### src/rtl/gpio_mux_pkg.sv
package gpio_mux_pkg;

    localparam int GPIO_W = 8;
    localparam int ADDR_W = 2;

    typedef enum logic [ADDR_W-1:0] {
        SEL_ROUTE = 2'd0,
        SEL_LEVEL = 2'd1,
        SEL_DIR   = 2'd2,
        SEL_NONE  = 2'd3
    } reg_sel_e;

    function automatic reg_sel_e decode_addr(input logic [ADDR_W-1:0] a);
        reg_sel_e s;
        case (a)
            2'd0:    s = SEL_ROUTE;
            2'd1:    s = SEL_LEVEL;
            2'd2:    s = SEL_DIR;
            default: s = SEL_NONE;
        endcase
        return s;
    endfunction

endpackage

### src/rtl/gpio_sync.sv
module gpio_sync #(
    parameter int W = 8
) (
    input  logic         clk,
    input  logic         rst,
    input  logic [W-1:0] async_in,
    output logic [W-1:0] sync_out
);
    logic [W-1:0] stage1_q;
    logic [W-1:0] stage2_q;
    logic [1:0]   age_q;

    always_ff @(posedge clk) begin
        if (rst) begin
            stage1_q <= '0;
            stage2_q <= '0;
            age_q    <= 2'd0;
        end else begin
            stage1_q <= async_in;
            stage2_q <= stage1_q;
            if (age_q != 2'd2) age_q <= age_q + 2'd1;
        end
    end

    assign sync_out = stage2_q;

    // two edges of latency once both stages are refilled after reset
    a_r6_two_stage: assert property (@(posedge clk) disable iff (rst)
        (age_q == 2'd2) |-> (sync_out == $past(async_in, 2)));

endmodule

### src/rtl/gpio_regs.sv
module gpio_regs
    import gpio_mux_pkg::*;
#(
    parameter int W = 8
) (
    input  logic              clk,
    input  logic              cold_rst,
    input  logic              hot_rst,
    input  logic              wr_en,
    input  logic [ADDR_W-1:0] addr,
    input  logic [W-1:0]      wdata,
    input  logic [W-1:0]      pin_sync,
    output logic [W-1:0]      route_q,
    output logic [W-1:0]      level_q,
    output logic [W-1:0]      dir_q,
    output logic [W-1:0]      rdata
);
    reg_sel_e sel;
    logic     wr_ok;

    assign sel   = decode_addr(addr);
    assign wr_ok = wr_en && !cold_rst && !hot_rst;

    // Routing register: cleared only by cold reset
    always_ff @(posedge clk) begin
        if (cold_rst) begin
            route_q <= '0;
        end else if (wr_ok && sel == SEL_ROUTE) begin
            route_q <= wdata;
        end
    end

    // Level and direction: cleared by either reset
    always_ff @(posedge clk) begin
        if (cold_rst || hot_rst) begin
            level_q <= '0;
            dir_q   <= '0;
        end else if (wr_ok) begin
            if (sel == SEL_LEVEL) level_q <= wdata;
            if (sel == SEL_DIR)   dir_q   <= wdata;
        end
    end

    always_comb begin
        case (sel)
            SEL_ROUTE: rdata = route_q;
            SEL_LEVEL: rdata = pin_sync;
            SEL_DIR:   rdata = dir_q;
            default:   rdata = '0;
        endcase
    end

    // cold reset clears everything
    a_r3_cold_clear: assert property (@(posedge clk)
        cold_rst |=> (route_q == '0 && level_q == '0 && dir_q == '0));

    // hot reset keeps routing, clears the rest
    a_r4_hot_keep: assert property (@(posedge clk) disable iff (cold_rst)
        hot_rst |=> (route_q == $past(route_q) && level_q == '0 && dir_q == '0));

    // routing write lands on the next edge
    a_r8_route_write: assert property (@(posedge clk) disable iff (cold_rst || hot_rst)
        (wr_en && addr == 2'd0) |=> (route_q == $past(wdata)));

    // a write to the unused address leaves all registers alone
    a_r5_hole_write: assert property (@(posedge clk) disable iff (cold_rst || hot_rst)
        (wr_en && addr == 2'd3) |=> ($stable(route_q) && $stable(level_q) && $stable(dir_q)));

endmodule

### src/rtl/gpio_pin_mux.sv
module gpio_pin_mux #(
    parameter int W = 8
) (
    input  logic [W-1:0] route,
    input  logic [W-1:0] level,
    input  logic [W-1:0] dir,
    input  logic [W-1:0] per_out,
    input  logic [W-1:0] per_oe,
    output logic [W-1:0] pin_out,
    output logic [W-1:0] pin_oe
);
    for (genvar i = 0; i < W; i++) begin : g_pin
        always_comb begin
            if (route[i]) begin
                pin_out[i] = per_out[i];
                pin_oe[i]  = per_oe[i];
            end else begin
                pin_out[i] = level[i];
                pin_oe[i]  = dir[i];
            end
        end
    end
endmodule

### src/rtl/gpio_mux_port.sv
module gpio_mux_port
    import gpio_mux_pkg::*;
#(
    parameter int WIDTH = GPIO_W
) (
    input  logic              clk,
    input  logic              cold_rst,
    input  logic              hot_rst,
    input  logic              wr_en,
    input  logic [ADDR_W-1:0] addr,
    input  logic [WIDTH-1:0]  wdata,
    output logic [WIDTH-1:0]  rdata,
    input  logic [WIDTH-1:0]  per_out,
    input  logic [WIDTH-1:0]  per_oe,
    input  logic [WIDTH-1:0]  pin_in,
    output logic [WIDTH-1:0]  pin_out,
    output logic [WIDTH-1:0]  pin_oe
);
    localparam logic [WIDTH-1:0] ALL_ROUTED = {WIDTH{1'b1}};

    logic [WIDTH-1:0] pin_sync;
    logic [WIDTH-1:0] route_q;
    logic [WIDTH-1:0] level_q;
    logic [WIDTH-1:0] dir_q;
    logic             sync_rst;

    assign sync_rst = cold_rst | hot_rst;

    gpio_sync #(.W(WIDTH)) u_sync (
        .clk      (clk),
        .rst      (sync_rst),
        .async_in (pin_in),
        .sync_out (pin_sync)
    );

    gpio_regs #(.W(WIDTH)) u_regs (
        .clk      (clk),
        .cold_rst (cold_rst),
        .hot_rst  (hot_rst),
        .wr_en    (wr_en),
        .addr     (addr),
        .wdata    (wdata),
        .pin_sync (pin_sync),
        .route_q  (route_q),
        .level_q  (level_q),
        .dir_q    (dir_q),
        .rdata    (rdata)
    );

    gpio_pin_mux #(.W(WIDTH)) u_mux (
        .route   (route_q),
        .level   (level_q),
        .dir     (dir_q),
        .per_out (per_out),
        .per_oe  (per_oe),
        .pin_out (pin_out),
        .pin_oe  (pin_oe)
    );

    // with every pin routed out, a direction write is invisible on the pads
    a_r9_gpio_hidden: assert property (@(posedge clk) disable iff (cold_rst || hot_rst)
        (wr_en && addr == 2'd2 && route_q == ALL_ROUTED && $stable(per_oe))
        |=> $stable(pin_oe));

endmodule

### config.mk
export PLATFORM = sky130hd
export DESIGN_NAME = gpio_mux_port
export DESIGN_NICKNAME = d
export VERILOG_FILES = /design/src/rtl/gpio_mux_pkg.sv /design/src/rtl/gpio_sync.sv /design/src/rtl/gpio_regs.sv /design/src/rtl/gpio_pin_mux.sv /design/src/rtl/gpio_mux_port.sv
export SDC_FILE = /design/constraint.sdc
export NUM_CORES = 1
export LEC_CHECK = 0
export ABC_CLOCK_PERIOD_IN_PS = 1400
export BUFFER_PORTS_ARGS = -buffer_cell sky130_fd_sc_hd__buf_4
export CORE_UTILIZATION = 40
export CTS_BUF_LIST = sky130_fd_sc_hd__clkbuf_8
export DETAILED_ROUTE_END_ITERATION = 8
export PLACE_DENSITY = 0.69
export SLEW_MARGIN = 30
export SYNTH_ARGS = -nofsm -noshare
export SYNTH_HDL_FRONTEND = slang
export SYNTH_HIERARCHICAL = 1
export SYNTH_SLANG_ARGS = --single-unit
### constraint.sdc
create_clock -name clk -period 1.4 [get_ports clk]
set_input_delay 0.21 -clock clk [delete_from_list [all_inputs] [get_ports clk]]
set_output_delay 0.21 -clock clk [all_outputs]
set_load 0.02 [all_outputs]
==> results_dict.tcl, run 1 <==
set metrics [dict create \
    die_w_um 69.30 \
    rrSetupSlack_ns 0.71 \
    yosysMostFrequentCell "dfxtp_1" \
    start_kind "flip-flop" \
    r2r_end "u_regs/route_q[2]" \
    cts-htree-levels 2 \
    maxCapViolations 0 \
    drtPass1Iterations 4 \
    synth_area_leaders "dfxtp_1, mux2_4, mux2i_1, o21ai_0, nand2_1" \
    synth-async-reset-ratio 0 \
    antenna_left 0 \
    drt_iter0_drc 97 \
    syn_inst 186 \
    grt_start_max_net_pins 24 \
    cts_buffers 5 \
    vias 1543 \
    dpl_cell_area_mm2 0.002385 \
    finalNetCount 294 \
    final-seq-area_um2 813.3 \
    clock_skew_ns 0.005623 \
    rows 24 \
    die_h_um 69.30 \
    min_path_cells 2 \
    grt_overflow_total 0 \
    yosys_warnings 6 \
    hold_viol_final 0 \
    synth-edff-count 0 \
    p_leak_nw 1.177 \
    initial_core_util 0.4161 \
    fmaxAchievable_ghz 0.7404 \
    tns_ns 0 \
    drc 0 \
    clock_latency_ns 0.29 \
    yosysSeqAreaShare 0.4420 \
    routedWlPerCell_um 13.81 \
    fin_crit_ns 1.351 \
    synth_fp_nets 224 \
    setup_viol 0 \
    grt_first_pass_wirelength_um 7162 \
    syn_area_mm2 0.001812 \
    grt_pass1_vias 1534 \
    post-dp-hpwl_um 3002 \
    crit_buf_inv 1 \
    timing.hold.worst.class "in2reg" \
    cts_hold_buf 0 \
    synth_seq_cells 40 \
    hold_ws_ns 0.1301 \
    worstPathCellList "mux2_1 > buf_4" \
    cts_tree "yes" \
    syn2layout_area_growth_pct 40.47 \
    critical_path_class "reg2out" \
    clock-root-buffer "clkbuf_8" \
    synth_flop_cell "dfxtp_1" \
    synth_top_area_share 0.4420 \
    crit_path_end_kind "output port" \
    antenna_found_initial 0 \
    io_pins 62 \
    stdcell_area_mm2 0.002545 \
    clk_pin_slew_ns 0.08 \
    cts.sinks 40 \
    relSlewSlack 0.5609 \
    placed_cells 299 \
    antenna-diode-count 0 \
    min-delay-start "pin_in[4]" \
    slowest_delay_ns 0.38 \
    post-route-period-util 0.9647 \
    ys_types 23 \
    gp_congestion 0.7034 \
    synth_common_cells "dfxtp_1, nand2_1, o21ai_0, mux2i_1, mux2_4" \
    drive_gt1_frac 0.4688 \
    via_per_inst 5.010 \
    die-area_mm2 0.004802 \
    drv_slew 0 \
    reg2regPathDepth 2 \
    clockBufferDepth 2 \
    coreArea_mm2 0.004354 \
    cp_max_fo 4 \
    nFillCells 383 \
    wirelength_um 4254 \
    io_buffer_count 61 \
    cp.arrival_ns 1.14 \
    worst_slew_pin_slew_ns 0.6587 \
    cp_slowest_cell "dfxtp_4" \
    status "finished, final reports clean" \
    globalRouteTotalUtil 0.1911 \
    synth.largest_area_cell "dfxtp_1" \
    stdcell_count 308 \
    syn_avg_cell_area_um2 9.741 \
    reg2reg_from "u_regs/route_q[2]" \
    worstPathRequired_ns 1.19 \
    cp_top_family "flip-flops" \
    holdPathEnd "u_sync/stage1_q[4]" \
    multi_input_area_um2 938.4 \
    peakVddDrop_mv 0.6385 \
    power_density_mw_per_mm2 994.3 \
]
==> final cells by class <==
| class | instances | area share |
|---|---|---|
| multi-input cells | 127 | 0.3687 |
| flip-flops and latches | 40 | 0.3196 |
| repair buffers | 74 | 0.2237 |
| clock buffers | 5 | 0.02704 |
| well taps | 52 | 0.02557 |
| clock inverters | 2 | 0.02360 |
| inverters | 8 | 0.01180 |
==> stage by stage <==
step                      worst slack, ns  total power [mW]  utilization
after CTS                         0.01047             2.547       0.5793
final                             0.04946             2.530       0.5845
after floorplan                   0.01640             1.318            -
after detailed placement         -0.09937             1.464       0.5477
after global routing             -0.01102             2.622       0.5845
after global placement           -0.04872             1.458       0.5477
==> cells in the final DEF (no fill, tap or decap), types with 2 or more instances in the layout <==
master	count
mux2i_1	16
and2b_2	6
or3_1	8
a21oi_1	8
nor2b_2	8
mux2_1	2
buf_4	71
nand2_1	24
o21ai_1	8
inv_1	8
nor2b_1	3
clkbuf_8	5
dfxtp_2	7
o21ai_0	16
nand3_1	8
dfxtp_1	32
bufinv_16	2
mux2_4	14
==> report_power, final <==
group / leakage (nW) / switching [mW] / internal [mW]
registers: 0.329 / 0.0117 / 1.16
clock network: 0.0642 / 0.389 / 0.702
logic: 0.784 / 0.120 / 0.150
==> layer usage <==
metal  vias to the layer above  part of all wire  global-route usage
li1                        767                 -                   -
met1                       721              0.43              0.2399
met2                        51              0.50              0.3107
met3                         4             0.062             0.05233
met4                         0             0.013             0.07483
met5                         -                 0                   0
==> worst max-delay path by stage <==
stage                       from                 to  cells after the start
3_3_place_gp             addr[1]  u_regs/route_q[2]                      4
4_1_cts                  addr[1]           rdata[5]                      7
6_report       u_regs/route_q[7]         pin_out[7]                      2
3_5_place_dp             addr[1]  u_regs/route_q[1]                      4
5_1_grt                  addr[1]           rdata[3]                      7
2_1_floorplan            addr[1]  u_regs/route_q[5]                      4
==> flip-flops by register name, summed over array words and instances (netlist names) <==
name and cells:
u_sync/sync_out 8, u_sync/stage1_q 8, u_regs/level_q 8, u_regs/route_q 8
u_regs/dir_q 8
==> repair_timing <==
action	in CTS	in global routing
setup endpoints to repair	14	12
resized for setup	7	5
buffers inserted	0	1
gates cloned	0	1
==> cell families after synthesis <==
group,after synthesis,synth area share
AOI/OAI and AO/OA,32,0.08840
DFF,40,0.4420
buffers and inverters,19,0.04626
and+or+nand+nor,63,0.2065
muxes,32,0.2168
No activity file was read; power rests on OpenSTA's default activity.
==> run 2: changes to the inputs <==
--- a/config.mk
+++ b/config.mk
@@ -7,10 +7,11 @@
 export LEC_CHECK = 0
 export ABC_CLOCK_PERIOD_IN_PS = 1400
 export BUFFER_PORTS_ARGS = -buffer_cell sky130_fd_sc_hd__buf_4
-export CORE_UTILIZATION = 40
+export CORE_ASPECT_RATIO = 0.9
+export CORE_UTILIZATION = 42
 export CTS_BUF_LIST = sky130_fd_sc_hd__clkbuf_8
 export DETAILED_ROUTE_END_ITERATION = 8
-export PLACE_DENSITY = 0.69
+export PLACE_DENSITY = 0.71
 export SLEW_MARGIN = 30
 export SYNTH_ARGS = -nofsm -noshare
 export SYNTH_HDL_FRONTEND = slang
==> run 2 against run 1 <==
Compared with the run above:
- the flow now finishes with violations (design-rule violations)
- global-route usage decreased by 0.71 points
- largest cell class unchanged
- critical endpoint is now pin_out[5]
- sequential share of layout area increased by 0.87 points
- die area decreased by 4.6%
- total power decreased by 15%
- worst setup slack got worse by 0.013 ns
- via count decreased by 3.4%
- design area decreased by 2.9%
==> results_dict.tcl, run 2 (synthesis results as in run 1) <==
set metrics [dict create \
    timing.hold.worst.class "in2reg" \
    die-area_mm2 0.004581 \
    status "finished with violations" \
    grt_overflow_total 0 \
    antenna_left 0 \
    clock_latency_ns 0.30 \
    place_ws_ns -0.08205 \
    post-dp-hpwl_um 2802 \
    routedWlPerCell_um 13.19 \
    peakVddDrop_mv 0.6292 \
    clock-root-buffer "clkbuf_8" \
    vias 1491 \
    via_per_inst 4.905 \
    io_pins 62 \
    worstPathRequired_ns 1.19 \
    critical_path_class "reg2out" \
    antenna-diode-count 0 \
    layout_common_cells "buf_4, dfxtp_1, nand2_1, mux2i_1, o21ai_0" \
    cp_max_fo 4 \
    drt_iter0_drc 115 \
    fin_util 0.6022 \
    clock_skew_ns 0.005054 \
    hold_ws_ns 0.1206 \
    drive_gt1_frac 0.4609 \
    stdcell_count 304 \
    finalNetCount 294 \
    dpl_cell_area_mm2 0.002382 \
    cts.sinks 40 \
    worst_slew_pin_slew_ns 0.4522 \
    reg2regPathDepth 2 \
    grt_setup_unrepaired "false" \
    clockBufferDepth 2 \
    fin_crit_ns 1.364 \
    syn2layout_area_growth_pct 36.33 \
    initial_core_util 0.4417 \
    die_h_um 64.31 \
    grt_pass1_vias 1328 \
    gp_congestion 0.7210 \
    globalRouteTotalUtil 0.1840 \
    setup_viol 0 \
    cp.arrival_ns 1.15 \
    grt_start_max_net_pins 21 \
    violations "design-rule violations" \
    power_density_mw_per_mm2 871.9 \
    cts_buffers 5 \
    fmaxAchievable_ghz 0.7333 \
    hold_viol_final 0 \
    clk_pin_slew_ns 0.07 \
    placed_cells 297 \
    stdcell_area_mm2 0.002470 \
    die_w_um 71.23 \
    start_kind "flip-flop" \
    grt_first_pass_wirelength_um 6306 \
    coreArea_mm2 0.004101 \
    min_path_cells 2 \
    post-route-period-util 0.9741 \
    antenna_found_initial 0 \
    drtPass1Iterations 6 \
    crit_path_end_kind "output port" \
    drv_slew 0 \
    maxCapViolations 0 \
    cts_tree "yes" \
    layout_commonest_cell "buf_4" \
    setup_ws_ns 0.03625 \
    wirelength_um 4009 \
    p_leak_nw 1.151 \
    io_buffer_count 61 \
    drc 2 \
    cts-htree-levels 2 \
    cts_hold_buf 0 \
    relSlewSlack 0.6985 \
    rows 22 \
]
run 2: power breakdown:
part | switching [mW] | internal, mW | leakage [nW]
registers | 0.0114 | 1.16 | 0.328
clock network | 0.389 | 0.331 | 0.0452
logic | 0.116 | 0.146 | 0.778
total | 0.516 | 1.64 | 1.15
run 2: area by class of cell:
cell class	count	area, um2
tap	48	60.06
multi-input combinational	127	935.9
clock buffer	5	68.82
sequential	40	810.8
fill	373	1632
inverter	8	30.03
clock inverter	2	8.758
timing repair buffer	74	555.5
run 2: metal layers:
layer  share of wire  routed length [um]  track usage
met4           0.022                  87      0.09750
met1            0.48                1905       0.2442
met3           0.063                 251      0.04416
met2            0.44                1765       0.2750
met5               0                   0            0
run 2: worst paths after layout:
| check | from | endpoint | slack (ns) |
|---|---|---|---|
| max | u_regs/route_q[5] | pin_out[5] | 0.04 |
| max reg2reg | u_regs/route_q[1] | u_regs/route_q[1] | 0.67 |
| min | pin_in[6] | u_sync/stage1_q[6] | 0.12 |
| min reg2reg | u_sync/stage1_q[5] | u_sync/sync_out[5] | 0.44 |
run 2: timing repair:
action / CTS / global route
endpoints found under the setup margin: 15 / 5
gates resized for setup: 8 / 0
setup buffers: 0 / 1
run 2: through the flow:
| stage | setup TNS [ns] | power (mW) |
|---|---|---|
| after floorplan | 0 | 1.318 |
| after global placement | -0.3925 | 1.457 |
| after detailed placement | -0.5875 | 1.459 |
| after CTS | 0 | 2.165 |
| after global routing | 0 | 2.246 |
| final | 0 | 2.153 |
run 2: critical path, stage by stage, from the launching register on:
cell	delay, ns
dfxtp_2	0.39
mux2_4	0.31
buf_4	0.16
